`src/rtl/mdio_pkg.sv`:
```
package mdio_pkg;
  localparam int REG_AW     = 8;
  localparam int REG_DW     = 64;
  localparam int DATA_BITS  = 16;
  localparam int FIELD_W    = 5;
  localparam int PRE_BITS   = 32;
  localparam int FRAME_BITS = 32;

  localparam logic [REG_AW-1:0] OFS_CMD  = 8'h00;
  localparam logic [REG_AW-1:0] OFS_TXD  = 8'h08;
  localparam logic [REG_AW-1:0] OFS_RXD  = 8'h10;
  localparam logic [REG_AW-1:0] OFS_MODE = 8'h18;
  localparam logic [REG_AW-1:0] OFS_EN   = 8'h20;

  localparam int RA_LSB    = 0;
  localparam int PA_LSB    = 8;
  localparam int OP_LSB    = 16;
  localparam int VAL_BIT   = 16;
  localparam int BUSY_BIT  = 17;
  localparam int PRE_BIT   = 12;
  localparam int CL45_BIT  = 24;
  localparam int EN_BIT    = 0;

  typedef struct packed {
    logic [1:0]         op;
    logic [FIELD_W-1:0] port;
    logic [FIELD_W-1:0] addr;
  } mgmt_cmd_t;

  function automatic logic op_reads(input logic [1:0] op, input logic cl45);
    return cl45 ? op[1] : op[0];
  endfunction
endpackage

```
`src/rtl/mdio_clkgen.sv`:
```
module mdio_clkgen #(
  parameter int HALF_DIV = 4
) (
  input  logic clk,
  input  logic rst_n,
  input  logic run,
  output logic mdc,
  output logic rise_stb,
  output logic fall_stb
);
  localparam int CW = (HALF_DIV > 1) ? $clog2(HALF_DIV) : 1;
  localparam logic [CW-1:0] LAST = CW'(HALF_DIV - 1);

  logic [CW-1:0] cnt_q, cnt_d;
  logic          mdc_q, mdc_d;
  logic          wrap;

  always_comb begin
    wrap  = run && (cnt_q == LAST);
    cnt_d = cnt_q;
    mdc_d = mdc_q;
    if (!run) begin
      cnt_d = '0;
      mdc_d = 1'b0;
    end else if (wrap) begin
      cnt_d = '0;
      mdc_d = ~mdc_q;
    end else begin
      cnt_d = cnt_q + CW'(1);
    end
  end

  always_ff @(posedge clk or negedge rst_n) begin
    if (!rst_n) begin
      cnt_q <= '0;
      mdc_q <= 1'b0;
    end else begin
      cnt_q <= cnt_d;
      mdc_q <= mdc_d;
    end
  end

  assign mdc      = mdc_q;
  assign rise_stb = wrap && !mdc_q;
  assign fall_stb = wrap && mdc_q;


  mdc_hold_chk: assert property (@(posedge clk) disable iff (!rst_n)
    (run && !wrap) |=> $stable(mdc_q));
endmodule

```
`src/rtl/mdio_frame.sv`:
```
module mdio_frame
  import mdio_pkg::*;
(
  input  logic      clk,
  input  logic      rst_n,
  input  logic      start,
  input  mgmt_cmd_t cmd,
  input  logic      cl45,
  input  logic      pre_en,
  input  logic [DATA_BITS-1:0] txd,
  input  logic      rise_stb,
  input  logic      fall_stb,
  input  logic      mdio_i,
  output logic      mdio_o,
  output logic      mdio_oe,
  output logic      busy,
  output logic      busy_rd,
  output logic      done,
  output logic [DATA_BITS-1:0] rxd
);
  localparam int SH_W  = PRE_BITS + FRAME_BITS;
  localparam int CNT_W = $clog2(SH_W + 1);
  localparam int HDR_W = FRAME_BITS - DATA_BITS - 2;

  logic                  is_rd;
  logic [1:0]            st_f, op_f, ta_f, ta_oe;
  logic [FRAME_BITS-1:0] frm, frm_oe, frm_smp;
  logic [SH_W-1:0]       ld_sh, ld_oe, ld_smp;
  logic [CNT_W-1:0]      ld_cnt;

  logic [SH_W-1:0]       sh_q, sh_d, oes_q, oes_d, smp_q, smp_d;
  logic [CNT_W-1:0]      cnt_q, cnt_d;
  logic                  busy_q, busy_d, rd_q, rd_d;
  logic                  o_q, o_d, oe_q, oe_d, cur_smp_q, cur_smp_d;
  logic [DATA_BITS-1:0]  rx_q, rx_d;

  // frame image assembled at acceptance time
  always_comb begin
    is_rd   = op_reads(cmd.op, cl45);
    st_f    = cl45 ? 2'b00 : 2'b01;
    op_f    = cl45 ? cmd.op : (is_rd ? 2'b10 : 2'b01);
    ta_f    = is_rd ? 2'b00 : 2'b10;
    ta_oe   = is_rd ? 2'b00 : 2'b11;
    frm     = {st_f, op_f, cmd.port, cmd.addr, ta_f,
               is_rd ? {DATA_BITS{1'b0}} : txd};
    frm_oe  = {{HDR_W{1'b1}}, ta_oe, {DATA_BITS{!is_rd}}};
    frm_smp = {{(FRAME_BITS-DATA_BITS){1'b0}}, {DATA_BITS{is_rd}}};
    if (pre_en) begin
      ld_sh  = {{PRE_BITS{1'b1}}, frm};
      ld_oe  = {{PRE_BITS{1'b1}}, frm_oe};
      ld_smp = {{PRE_BITS{1'b0}}, frm_smp};
      ld_cnt = CNT_W'(SH_W);
    end else begin
      ld_sh  = {frm, {PRE_BITS{1'b0}}};
      ld_oe  = {frm_oe, {PRE_BITS{1'b0}}};
      ld_smp = {frm_smp, {PRE_BITS{1'b0}}};
      ld_cnt = CNT_W'(FRAME_BITS);
    end
  end

  always_comb begin
    sh_d      = sh_q;
    oes_d     = oes_q;
    smp_d     = smp_q;
    cnt_d     = cnt_q;
    busy_d    = busy_q;
    rd_d      = rd_q;
    o_d       = o_q;
    oe_d      = oe_q;
    cur_smp_d = cur_smp_q;
    rx_d      = rx_q;
    done      = 1'b0;
    if (start && !busy_q) begin
      sh_d   = ld_sh;
      oes_d  = ld_oe;
      smp_d  = ld_smp;
      cnt_d  = ld_cnt;
      busy_d = 1'b1;
      rd_d   = is_rd;
    end else if (busy_q && fall_stb) begin
      if (cnt_q != '0) begin
        o_d       = sh_q[SH_W-1];
        oe_d      = oes_q[SH_W-1];
        cur_smp_d = smp_q[SH_W-1];
        sh_d      = {sh_q[SH_W-2:0], 1'b0};
        oes_d     = {oes_q[SH_W-2:0], 1'b0};
        smp_d     = {smp_q[SH_W-2:0], 1'b0};
        cnt_d     = cnt_q - CNT_W'(1);
      end else begin
        busy_d    = 1'b0;
        o_d       = 1'b1;
        oe_d      = 1'b0;
        cur_smp_d = 1'b0;
        done      = 1'b1;
      end
    end
    if (busy_q && rise_stb && cur_smp_q) begin
      rx_d = {rx_q[DATA_BITS-2:0], mdio_i};
    end
  end

  always_ff @(posedge clk or negedge rst_n) begin
    if (!rst_n) begin
      sh_q      <= '0;
      oes_q     <= '0;
      smp_q     <= '0;
      cnt_q     <= '0;
      busy_q    <= 1'b0;
      rd_q      <= 1'b0;
      o_q       <= 1'b1;
      oe_q      <= 1'b0;
      cur_smp_q <= 1'b0;
      rx_q      <= '0;
    end else begin
      sh_q      <= sh_d;
      oes_q     <= oes_d;
      smp_q     <= smp_d;
      cnt_q     <= cnt_d;
      busy_q    <= busy_d;
      rd_q      <= rd_d;
      o_q       <= o_d;
      oe_q      <= oe_d;
      cur_smp_q <= cur_smp_d;
      rx_q      <= rx_d;
    end
  end

  assign mdio_o  = o_q;
  assign mdio_oe = oe_q;
  assign busy    = busy_q;
  assign busy_rd = busy_q && rd_q;
  assign rxd     = rx_q;


  mdio_edge_chk: assert property (@(posedge clk) disable iff (!rst_n)
    !fall_stb |=> ($stable(o_q) && $stable(oe_q)));


  busy_hold_chk: assert property (@(posedge clk) disable iff (!rst_n)
    (busy_q && !fall_stb) |=> busy_q);


  rd_release_chk: assert property (@(posedge clk) disable iff (!rst_n)
    (done && rd_q) |-> !oe_q);
endmodule

```
`src/rtl/mdio_regs.sv`:
```
module mdio_regs
  import mdio_pkg::*;
(
  input  logic              clk,
  input  logic              rst_n,
  input  logic              reg_wr,
  input  logic [REG_AW-1:0] reg_addr,
  input  logic [REG_DW-1:0] reg_wdata,
  output logic [REG_DW-1:0] reg_rdata,
  input  logic              busy,
  input  logic              busy_rd,
  input  logic              done,
  input  logic [DATA_BITS-1:0] rxd,
  output logic              start,
  output mgmt_cmd_t         new_cmd,
  output logic              cl45,
  output logic              pre_en,
  output logic              en,
  output logic [DATA_BITS-1:0] txd
);
  mgmt_cmd_t            cmd_q, cmd_d;
  logic [DATA_BITS-1:0] txd_q, txd_d, rxd_q, rxd_d;
  logic                 cl45_q, cl45_d, pre_q, pre_d, en_q, en_d;
  logic                 tval_q, tval_d, rval_q, rval_d;
  logic                 cmd_hit, start_rd;

  always_comb begin
    new_cmd  = {reg_wdata[OP_LSB +: 2], reg_wdata[PA_LSB +: FIELD_W],
                reg_wdata[RA_LSB +: FIELD_W]};
    cmd_hit  = reg_wr && (reg_addr == OFS_CMD);
    start    = cmd_hit && en_q && !busy;
    start_rd = op_reads(new_cmd.op, cl45_q);

    cmd_d  = start ? new_cmd : cmd_q;
    txd_d  = (reg_wr && reg_addr == OFS_TXD) ? reg_wdata[DATA_BITS-1:0] : txd_q;
    cl45_d = (reg_wr && reg_addr == OFS_MODE) ? reg_wdata[CL45_BIT] : cl45_q;
    pre_d  = (reg_wr && reg_addr == OFS_MODE) ? reg_wdata[PRE_BIT] : pre_q;
    en_d   = (reg_wr && reg_addr == OFS_EN) ? reg_wdata[EN_BIT] : en_q;

    rval_d = rval_q;
    rxd_d  = rxd_q;
    tval_d = tval_q;
    if (start && start_rd) rval_d = 1'b0;
    else if (done && busy_rd) begin
      rval_d = 1'b1;
      rxd_d  = rxd;
    end
    if (start && !start_rd) tval_d = 1'b0;
    else if (done && !busy_rd) tval_d = 1'b1;
  end

  always_ff @(posedge clk or negedge rst_n) begin
    if (!rst_n) begin
      cmd_q  <= '0;
      txd_q  <= '0;
      rxd_q  <= '0;
      cl45_q <= 1'b0;
      pre_q  <= 1'b0;
      en_q   <= 1'b0;
      tval_q <= 1'b0;
      rval_q <= 1'b0;
    end else begin
      cmd_q  <= cmd_d;
      txd_q  <= txd_d;
      rxd_q  <= rxd_d;
      cl45_q <= cl45_d;
      pre_q  <= pre_d;
      en_q   <= en_d;
      tval_q <= tval_d;
      rval_q <= rval_d;
    end
  end

  always_comb begin
    reg_rdata = '0;
    case (reg_addr)
      OFS_CMD: begin
        reg_rdata[OP_LSB +: 2]       = cmd_q.op;
        reg_rdata[PA_LSB +: FIELD_W] = cmd_q.port;
        reg_rdata[RA_LSB +: FIELD_W] = cmd_q.addr;
      end
      OFS_TXD: begin
        reg_rdata[DATA_BITS-1:0] = txd_q;
        reg_rdata[VAL_BIT]       = tval_q;
        reg_rdata[BUSY_BIT]      = busy && !busy_rd;
      end
      OFS_RXD: begin
        reg_rdata[DATA_BITS-1:0] = rxd_q;
        reg_rdata[VAL_BIT]       = rval_q;
        reg_rdata[BUSY_BIT]      = busy_rd;
      end
      OFS_MODE: begin
        reg_rdata[CL45_BIT] = cl45_q;
        reg_rdata[PRE_BIT]  = pre_q;
      end
      OFS_EN:  reg_rdata[EN_BIT] = en_q;
      default: reg_rdata = '0;
    endcase
  end

  assign cl45   = cl45_q;
  assign pre_en = pre_q;
  assign en     = en_q;
  assign txd    = txd_q;


  busy_cmd_chk: assert property (@(posedge clk) disable iff (!rst_n)
    (cmd_hit && busy) |=> $stable(cmd_q));


  idle_off_chk: assert property (@(posedge clk) disable iff (!rst_n)
    (!en_q && !busy) |=> !busy);


  rval_clear_chk: assert property (@(posedge clk) disable iff (!rst_n)
    (start && start_rd) |=> !rval_q);


  rval_set_chk: assert property (@(posedge clk) disable iff (!rst_n)
    (done && busy_rd) |=> rval_q);


  tval_clear_chk: assert property (@(posedge clk) disable iff (!rst_n)
    (start && !start_rd) |=> !tval_q);
endmodule

```
`src/rtl/mdio_master.sv`:
```
module mdio_master
  import mdio_pkg::*;
#(
  parameter int HALF_DIV = 4
) (
  input  logic              clk,
  input  logic              rst_n,
  input  logic              reg_wr,
  input  logic [REG_AW-1:0] reg_addr,
  input  logic [REG_DW-1:0] reg_wdata,
  output logic [REG_DW-1:0] reg_rdata,
  output logic              mdc,
  input  logic              mdio_i,
  output logic              mdio_o,
  output logic              mdio_oe
);
  logic                 start, cl45, pre_en, en;
  logic                 busy, busy_rd, done;
  logic                 rise_stb, fall_stb;
  logic [DATA_BITS-1:0] txd, rxd;
  mgmt_cmd_t            new_cmd;

  mdio_regs u_regs (
    .clk       (clk),
    .rst_n     (rst_n),
    .reg_wr    (reg_wr),
    .reg_addr  (reg_addr),
    .reg_wdata (reg_wdata),
    .reg_rdata (reg_rdata),
    .busy      (busy),
    .busy_rd   (busy_rd),
    .done      (done),
    .rxd       (rxd),
    .start     (start),
    .new_cmd   (new_cmd),
    .cl45      (cl45),
    .pre_en    (pre_en),
    .en        (en),
    .txd       (txd)
  );

  mdio_clkgen #(.HALF_DIV(HALF_DIV)) u_clkgen (
    .clk      (clk),
    .rst_n    (rst_n),
    .run      (en || busy),
    .mdc      (mdc),
    .rise_stb (rise_stb),
    .fall_stb (fall_stb)
  );

  mdio_frame u_frame (
    .clk      (clk),
    .rst_n    (rst_n),
    .start    (start),
    .cmd      (new_cmd),
    .cl45     (cl45),
    .pre_en   (pre_en),
    .txd      (txd),
    .rise_stb (rise_stb),
    .fall_stb (fall_stb),
    .mdio_i   (mdio_i),
    .mdio_o   (mdio_o),
    .mdio_oe  (mdio_oe),
    .busy     (busy),
    .busy_rd  (busy_rd),
    .done     (done),
    .rxd      (rxd)
  );
endmodule

```
`config.mk`:
```
export PLATFORM = sky130hd
export DESIGN_NAME = mdio_master
export DESIGN_NICKNAME = d
export VERILOG_FILES = /design/src/rtl/mdio_pkg.sv /design/src/rtl/mdio_clkgen.sv /design/src/rtl/mdio_frame.sv /design/src/rtl/mdio_regs.sv /design/src/rtl/mdio_master.sv
export SDC_FILE = /design/constraint.sdc
export NUM_CORES = 1
export LEC_CHECK = 0
export CORE_MARGIN = 4
export CORE_UTILIZATION = 50
export DETAILED_ROUTE_END_ITERATION = 16
export DONT_BUFFER_PORTS = 1
export PLACE_DENSITY = 0.68
export SYNTH_ARGS = -nofsm -noshare
export SYNTH_HDL_FRONTEND = slang
export SYNTH_SLANG_ARGS = --single-unit
```
`constraint.sdc`:
```
create_clock -name clk -period 3 [get_ports clk]
set_clock_uncertainty 0.05 [all_clocks]
set_input_delay 0.45 -clock clk [delete_from_list [all_inputs] [get_ports clk]]
set_output_delay 0.45 -clock clk [all_outputs]
set_load 0.05 [all_outputs]
```
### Word-level counts from Yosys, hierarchy flattened

Cells that the tools add are included.

* register bits: 272
* bits of input ports: 76
* logic and storage cells: 116

* $add $sub $neg: 2
* equality and inequality tests: 7
* multiplexer cells: 48
* bitwise gates (word level): 3
* reductions and logical operators: 34

Operators by type and width (number)
* 64-bit two-way mux: 10
* 50-bit two-way mux: 1
* 48-bit two-way mux: 1
* 7-bit two-way mux: 4
* 4-bit one-hot mux with 3 select lines: 2
* 1-bit logical AND: 19
* 1-bit two-way mux: 18
* 8-bit by 5-bit == test with 1-bit output, second input constant: 2
* 16-bit two-way mux: 1
* 2-bit two-way mux: 6
* 3-bit one-hot mux with 2 select lines: 2
* 8-bit by 4-bit == test with 1-bit output, second input constant: 1
* 8-bit by 6-bit == test with 1-bit output, second input constant: 1
* 8-bit zero test: 1
* 1-bit one-hot mux with 4 select lines: 2
* 2-bit AND reduction: 4
* 2-bit nonzero test: 4
* 7-bit nonzero test: 1
* 7-bit by 1-bit subtractor with 7-bit output, second input constant: 1
* 2-bit one-hot mux with 3 select lines: 1
* 1-bit zero test: 4
* 1-bit NOT: 3
* 2-bit by 1-bit adder with 2-bit output, second input constant: 1
* 2-bit == test, second input constant: 1
* other kinds (3): 3

### Depth between registers and ports, before layout

* depth in word-level cells: 9
* mapped depth: 10
* gate-level depth less buffers: 6

### Cells and area by module

Synthesis repeated with hierarchy kept, for this count alone.

* cell total of the unflattened synthesis: 1148
* area, all modules: 12152.9 um^2

By module, submodules not included
* mdio_frame: times used 1, cells each 912, area each 9262.6 um^2, seq. area each 5506.5 um^2
* mdio_regs: times used 1, cells each 224, area each 2748.9 um^2, seq. area each 1226.2 um^2
* mdio_clkgen: times used 1, cells each 11, area each 135.1 um^2, seq. area each 75.1 um^2
* mdio_master: times used 1, cells each 1, area each 6.3 um^2, seq. area each 0.0 um^2

### Worst setup path before layout

No wires, ideal clock.

* kind: input -> output
* from: in reg_addr[5]
* to: out reg_rdata[13]
* arrival: 1.949 ns
* required time: 2.500 ns
* setup slack: 0.551 ns
* stages: 5
* buffers on the path: 2
* cell sequence: nor4_4 and3_1 clkbuf_1 buf_2 a22o_1

* cells in the longest elaborated chain, start to end: 2
* elaborated cells between the ends (all ways): 3
* classes of those cells: eq/ne: 2; mux: 1

Ends and longest elaborated chain
* start, declared: RTL line mdio_master.sv:9 `input logic [REG_AW-1:0] reg_addr,`
* 8-bit by 5-bit == test with 1-bit output or 8-bit by 4-bit == test with 1-bit output (tied branches): RTL line mdio_regs.sv:76 `case (reg_addr)`
* 3-bit one-hot mux with 2 select lines (*): RTL line mdio_regs.sv:76
* end, declared: RTL line mdio_master.sv:11 `output logic [REG_DW-1:0] reg_rdata,`

Mark *: on every way between the ends. The rest lies on a longest branch, timed or not.

### Worst setup path in the final report

* from: in reg_addr[2]
* to: out reg_rdata[17]

* cells in the longest elaborated chain, start to end: 2
* elaborated cells between the ends (all ways): 4
* classes of those cells: eq/ne: 2; mux: 1; reduce/logical: 1

Ends and longest elaborated chain (RTL line)
* 8-bit by 5-bit == test with 1-bit output, or another cell as far along: mdio_regs.sv:76
* 2-bit one-hot mux with 3 select lines (*): mdio_regs.sv:76

Marks and branches as above.

==> metrics.md <==
| Metric | Value |
|---|---|
| Number of max-capacitance violations reported | `0` |
| Num Clock Sinks | `272` |
| Worst IR drop on VDD | `just over 0.5 mV` |
| Inserted Diodes | `0` |
| Measured slew at the worst slew-check pin | `between 0.9 and 1 ns` |
| Library cell with the highest instance count after synthesis | `sky130_fd_sc_hd__dfrtp_1` |
| Share of the synthesized area in the top cell type | `0.5611` |
| Unrepaired setup endpoints after global routing | `no` |
| Largest area contributor in the netlist | `sky130_fd_sc_hd__dfrtp_1` |
| Filler cell count | `around 2000` |
| Asr flop ratio synth | `1.000` |
| Average footprint of a synthesized cell | `approximately 11 sq um` |
| Data arrival time of the critical path | `2.06 ns` |
| Static leakage | `slightly above 6 nW` |
| DR vias/cell | `about 5.7` |
| Master cell of the clock root buffer | `sky130_fd_sc_hd__clkbuf_16` |
| Worst Hold Class | `in -> async` |
| IO Count | `~140` |
| Worst Setup Path Type | `in -> out` |
| Pins over their slew limit | `0` |
| Most instantiated flip-flop cell in the synthesis netlist | `sky130_fd_sc_hd__dfrtp_1` |
| Power density over the cells | `555.4 mW/mm^2` |
| Number of buffers on the longest clock path | `3` |
| Unique masters post-synth | `slightly below 60` |
| Hold-fix buffer count after cts | `12` |
| Critical path startpoint category | `input port` |
| GRT overflow | `0` |
| Reg-to-Reg End | `u_frame.oes_q[48]` |
| Via count of the first global-routing pass | `8041` |
| Clock latency on the worst-skew pair | `around 0.53 ns` |
| Final number of setup-violating endpoints | `0` |
| Share of the core filled with cells in the final layout | `0.5681` |
| Global-route wire length before repair | `~42000 um` |
| Die area | `0.02672 sq mm` |
| TritonCTS buffer count | `29` |
| Slack of the worst reg-to-reg path | `roughly 0.56 ns` |
| DRT Pass-1 Iters | `6` |
| Count of flip-flops with a built-in enable after synthesis | `0` |
| Routed WL per cell | `about 17 um` |
| Peak fanout along the critical path | `13` |
| Post-layout total power | `about 7.4 mW` |
| Fraction of final layout cells with drive strength greater than 1 | `0.1387` |
| Pin count of the biggest net entering global routing | `~270` |
| Port bufs | `0` |
| Number of buffers inserted by post-CTS setup repair | `0` |
| Area Overhead vs Synth | `10.98%` |
| Final worst hold slack | `-0.4372 ns` |
| Cells after synthesis | `between 1000 and 1500` |
| Via count | `8324` |
| GRT Total Usage | `0.1873` |
| Clock slew seen by the registers of the worst setup and hold paths | `roughly 0.06 ns` |
| Critical Path Sink | `reg_rdata[17]` |
| R2R Path Start | `u_frame.cnt_q[0]` |
| Die width | `163.5 um` |
| Placer congestion estimate | `between 0.7 and 0.8` |
| TritonCTS clock tree | `built` |
| Post-route DRC violation count | `0` |
| R2r worst-path depth | `7` |
| Fin. Hold Viols | `about 270` |
| Effective utilization at floorplan | `0.5119` |
| Resized cells post-CTS | `0` |
| Slew Limit Headroom | `0.3790` |
| Top cells by area in the synthesized netlist | `sky130_fd_sc_hd__dfrtp_1, sky130_fd_sc_hd__a21oi_1, sky130_fd_sc_hd__nand2_1` |
| Final worst path period need | `around 2.6 ns` |
| Post-route setup TNS | `0 ns` |
| Initial antenna violation count | `0` |
| Layout Nets | `~1200` |
| FP Rows | `56` |
| Nature of the critical path endpoint | `output port` |
| Total detailed-routing wirelength | `~25000 um` |
| CP required | `between 2 and 3 ns` |
| Outcome | `complete, but fails checks` |
| Synth top cells by count | `sky130_fd_sc_hd__dfrtp_1, sky130_fd_sc_hd__nand2_1, sky130_fd_sc_hd__a21oi_1` |
| Core Footprint | `0.02361 sq mm` |
| DRT antenna net count | `0` |
| DRC violation total after the first TritonRoute iteration | `between 600 and 700` |
| Number of warnings reported in the yosys synthesis log | `0` |
| Worst Setup SP | `reg_addr[2]` |
| Die boundary height | `around 160 um` |
| Sum of net half-perimeters after detailed placement | `14690 um` |
| Fmax | `approximately 0.39 GHz` |
| Maximum level of the CTS H-tree | `1` |
| Share of the cycle needed by the critical path after routing | `0.8534` |
| Sequential element share of the synthesized area | `0.5633` |
| Post-synthesis sequential element count | `~270` |
| Violated checks | `hold timing` |
| Post-synthesis instance area | `between 0.01 and 0.015 sq mm` |
-- worst max-delay path, stage by stage --
cell                     delay, ns
sky130_fd_sc_hd__nor4_4       0.44
sky130_fd_sc_hd__and2_1       0.54
sky130_fd_sc_hd__mux2_2       0.26
sky130_fd_sc_hd__a22o_1       0.22
sky130_fd_sc_hd__buf_12       0.16
-- sequential cells by signal, indices dropped and copies added, names as in the netlist --
register           cells
u_frame.cnt_q          7
u_frame.rxd           16
u_frame.sh_q          64
u_clkgen.mdc           1
u_regs.tval_q          1
u_frame.cur_smp_q      1
u_regs.rval_q          1
u_regs.txd            16
u_frame.smp_q         64
u_regs.en              1
u_frame.rd_q           1
u_clkgen.cnt_q         2
u_regs.pre_en          1
u_regs.rxd_q          16
u_regs.cmd_q          12
u_frame.mdio_oe        1
u_frame.oes_q         64
u_frame.mdio_o         1
u_regs.cl45            1
u_frame.busy           1
-- logic make-up after synthesis --
kind of cell | after synthesis | synth area share
compound gates | 362 | 0.1898
other cells | 1 | 0.0003103
flops | 272 | 0.5633
buf+inv | 152 | 0.07008
xor+xnor | 4 | 0.002899
fa+ha+maj | 3 | 0.003106
mux | 82 | 0.07360
simple gates | 256 | 0.09700
-- worst min-delay path by stage --
| stage | end | slack, ns | startpoint |
|---|---|---|---|
| 5_1_grt | u_frame.smp_q[8] | -0.46 | rst_n |
| 4_1_cts | u_frame.smp_q[13] | -0.44 | rst_n |
| 3_3_place_gp | u_frame.smp_q[13] | 0.12 | rst_n |
| 3_5_place_dp | u_frame.smp_q[13] | 0.12 | rst_n |
| 2_1_floorplan | u_clkgen.cnt_q[0] | 0.10 | rst_n |
| 6_report | u_frame.smp_q[8] | -0.44 | rst_n |
-- layout by cell type, fill, tap and decap left out, types with 3 or more instances in the layout --
cell and instances:
sky130_fd_sc_hd__nor2_1 9, sky130_fd_sc_hd__a21o_1 3, sky130_fd_sc_hd__o21ai_0 50, sky130_fd_sc_hd__mux2i_1 29, sky130_fd_sc_hd__o2bb2ai_1 18, sky130_fd_sc_hd__clkinv_2 6
sky130_fd_sc_hd__ha_1 3, sky130_fd_sc_hd__nand3_1 15, sky130_fd_sc_hd__a21oi_1 176, sky130_fd_sc_hd__a222oi_1 9, sky130_fd_sc_hd__xnor2_1 3, sky130_fd_sc_hd__clkbuf_16 29
sky130_fd_sc_hd__a22o_1 12, sky130_fd_sc_hd__clkbuf_1 4, sky130_fd_sc_hd__buf_4 35, sky130_fd_sc_hd__o22a_1 30, sky130_fd_sc_hd__and3_1 3, sky130_fd_sc_hd__dlygate4sd3_1 12
sky130_fd_sc_hd__a211oi_1 16, sky130_fd_sc_hd__o21a_1 16, sky130_fd_sc_hd__clkbuf_8 9, sky130_fd_sc_hd__dfrtp_1 271, sky130_fd_sc_hd__inv_1 14, sky130_fd_sc_hd__conb_1 45
sky130_fd_sc_hd__buf_12 10, sky130_fd_sc_hd__a221o_1 3, sky130_fd_sc_hd__a2bb2oi_1 16, sky130_fd_sc_hd__nor3_1 16, sky130_fd_sc_hd__nand2_1 186, sky130_fd_sc_hd__mux2_2 52
-- where the power goes --
group	total (mW)	switching [mW]	leakage, nW	internal (mW)
clock	3.55	1.40	0.479	2.15
combinational	0.188	0.155	2.39	0.0326
sequential	3.71	0.0214	3.16	3.69
total	7.45	1.58	6.03	5.87
-- area by class of cell --
| class | instances | area, sq um | area share |
|---|---|---|---|
| flip-flops and latches | 272 | 6808 | 0.5075 |
| multi-input cells | 752 | 4609 | 0.3436 |
| clock buffers | 42 | 864.6 | 0.06445 |
| repair buffers | 57 | 583.1 | 0.04347 |
| well taps | 319 | 399.1 | 0.02975 |
| clock inverters | 9 | 97.59 | 0.007275 |
| inverters | 14 | 52.55 | 0.003918 |
-- stage by stage --
stage                     hold slack, ns  worst slack, ns  instances  cell area, sq um
after global routing             -0.4632           0.3164       1465             13410
after global placement            0.1178           0.4997       1402             12330
after floorplan                   0.1044           0.5508       1176             12250
final                            -0.4372           0.4399       1465             13410
after CTS                        -0.4431           0.4831       1465             13410
after detailed placement          0.1174           0.5088       1402             12330
-- routing by layer --
| layer | up-vias | track usage | routed length (um) |
|---|---|---|---|
| li1 | 3899 | - | - |
| met1 | 4154 | 0.2777 | 11420 |
| met2 | 244 | 0.2904 | 11580 |
| met3 | 27 | 0.03987 | 1770 |
| met4 | 0 | 0.03431 | 300 |
| met5 | - | 0 | 0 |
(Power assumes the default switching activity.)
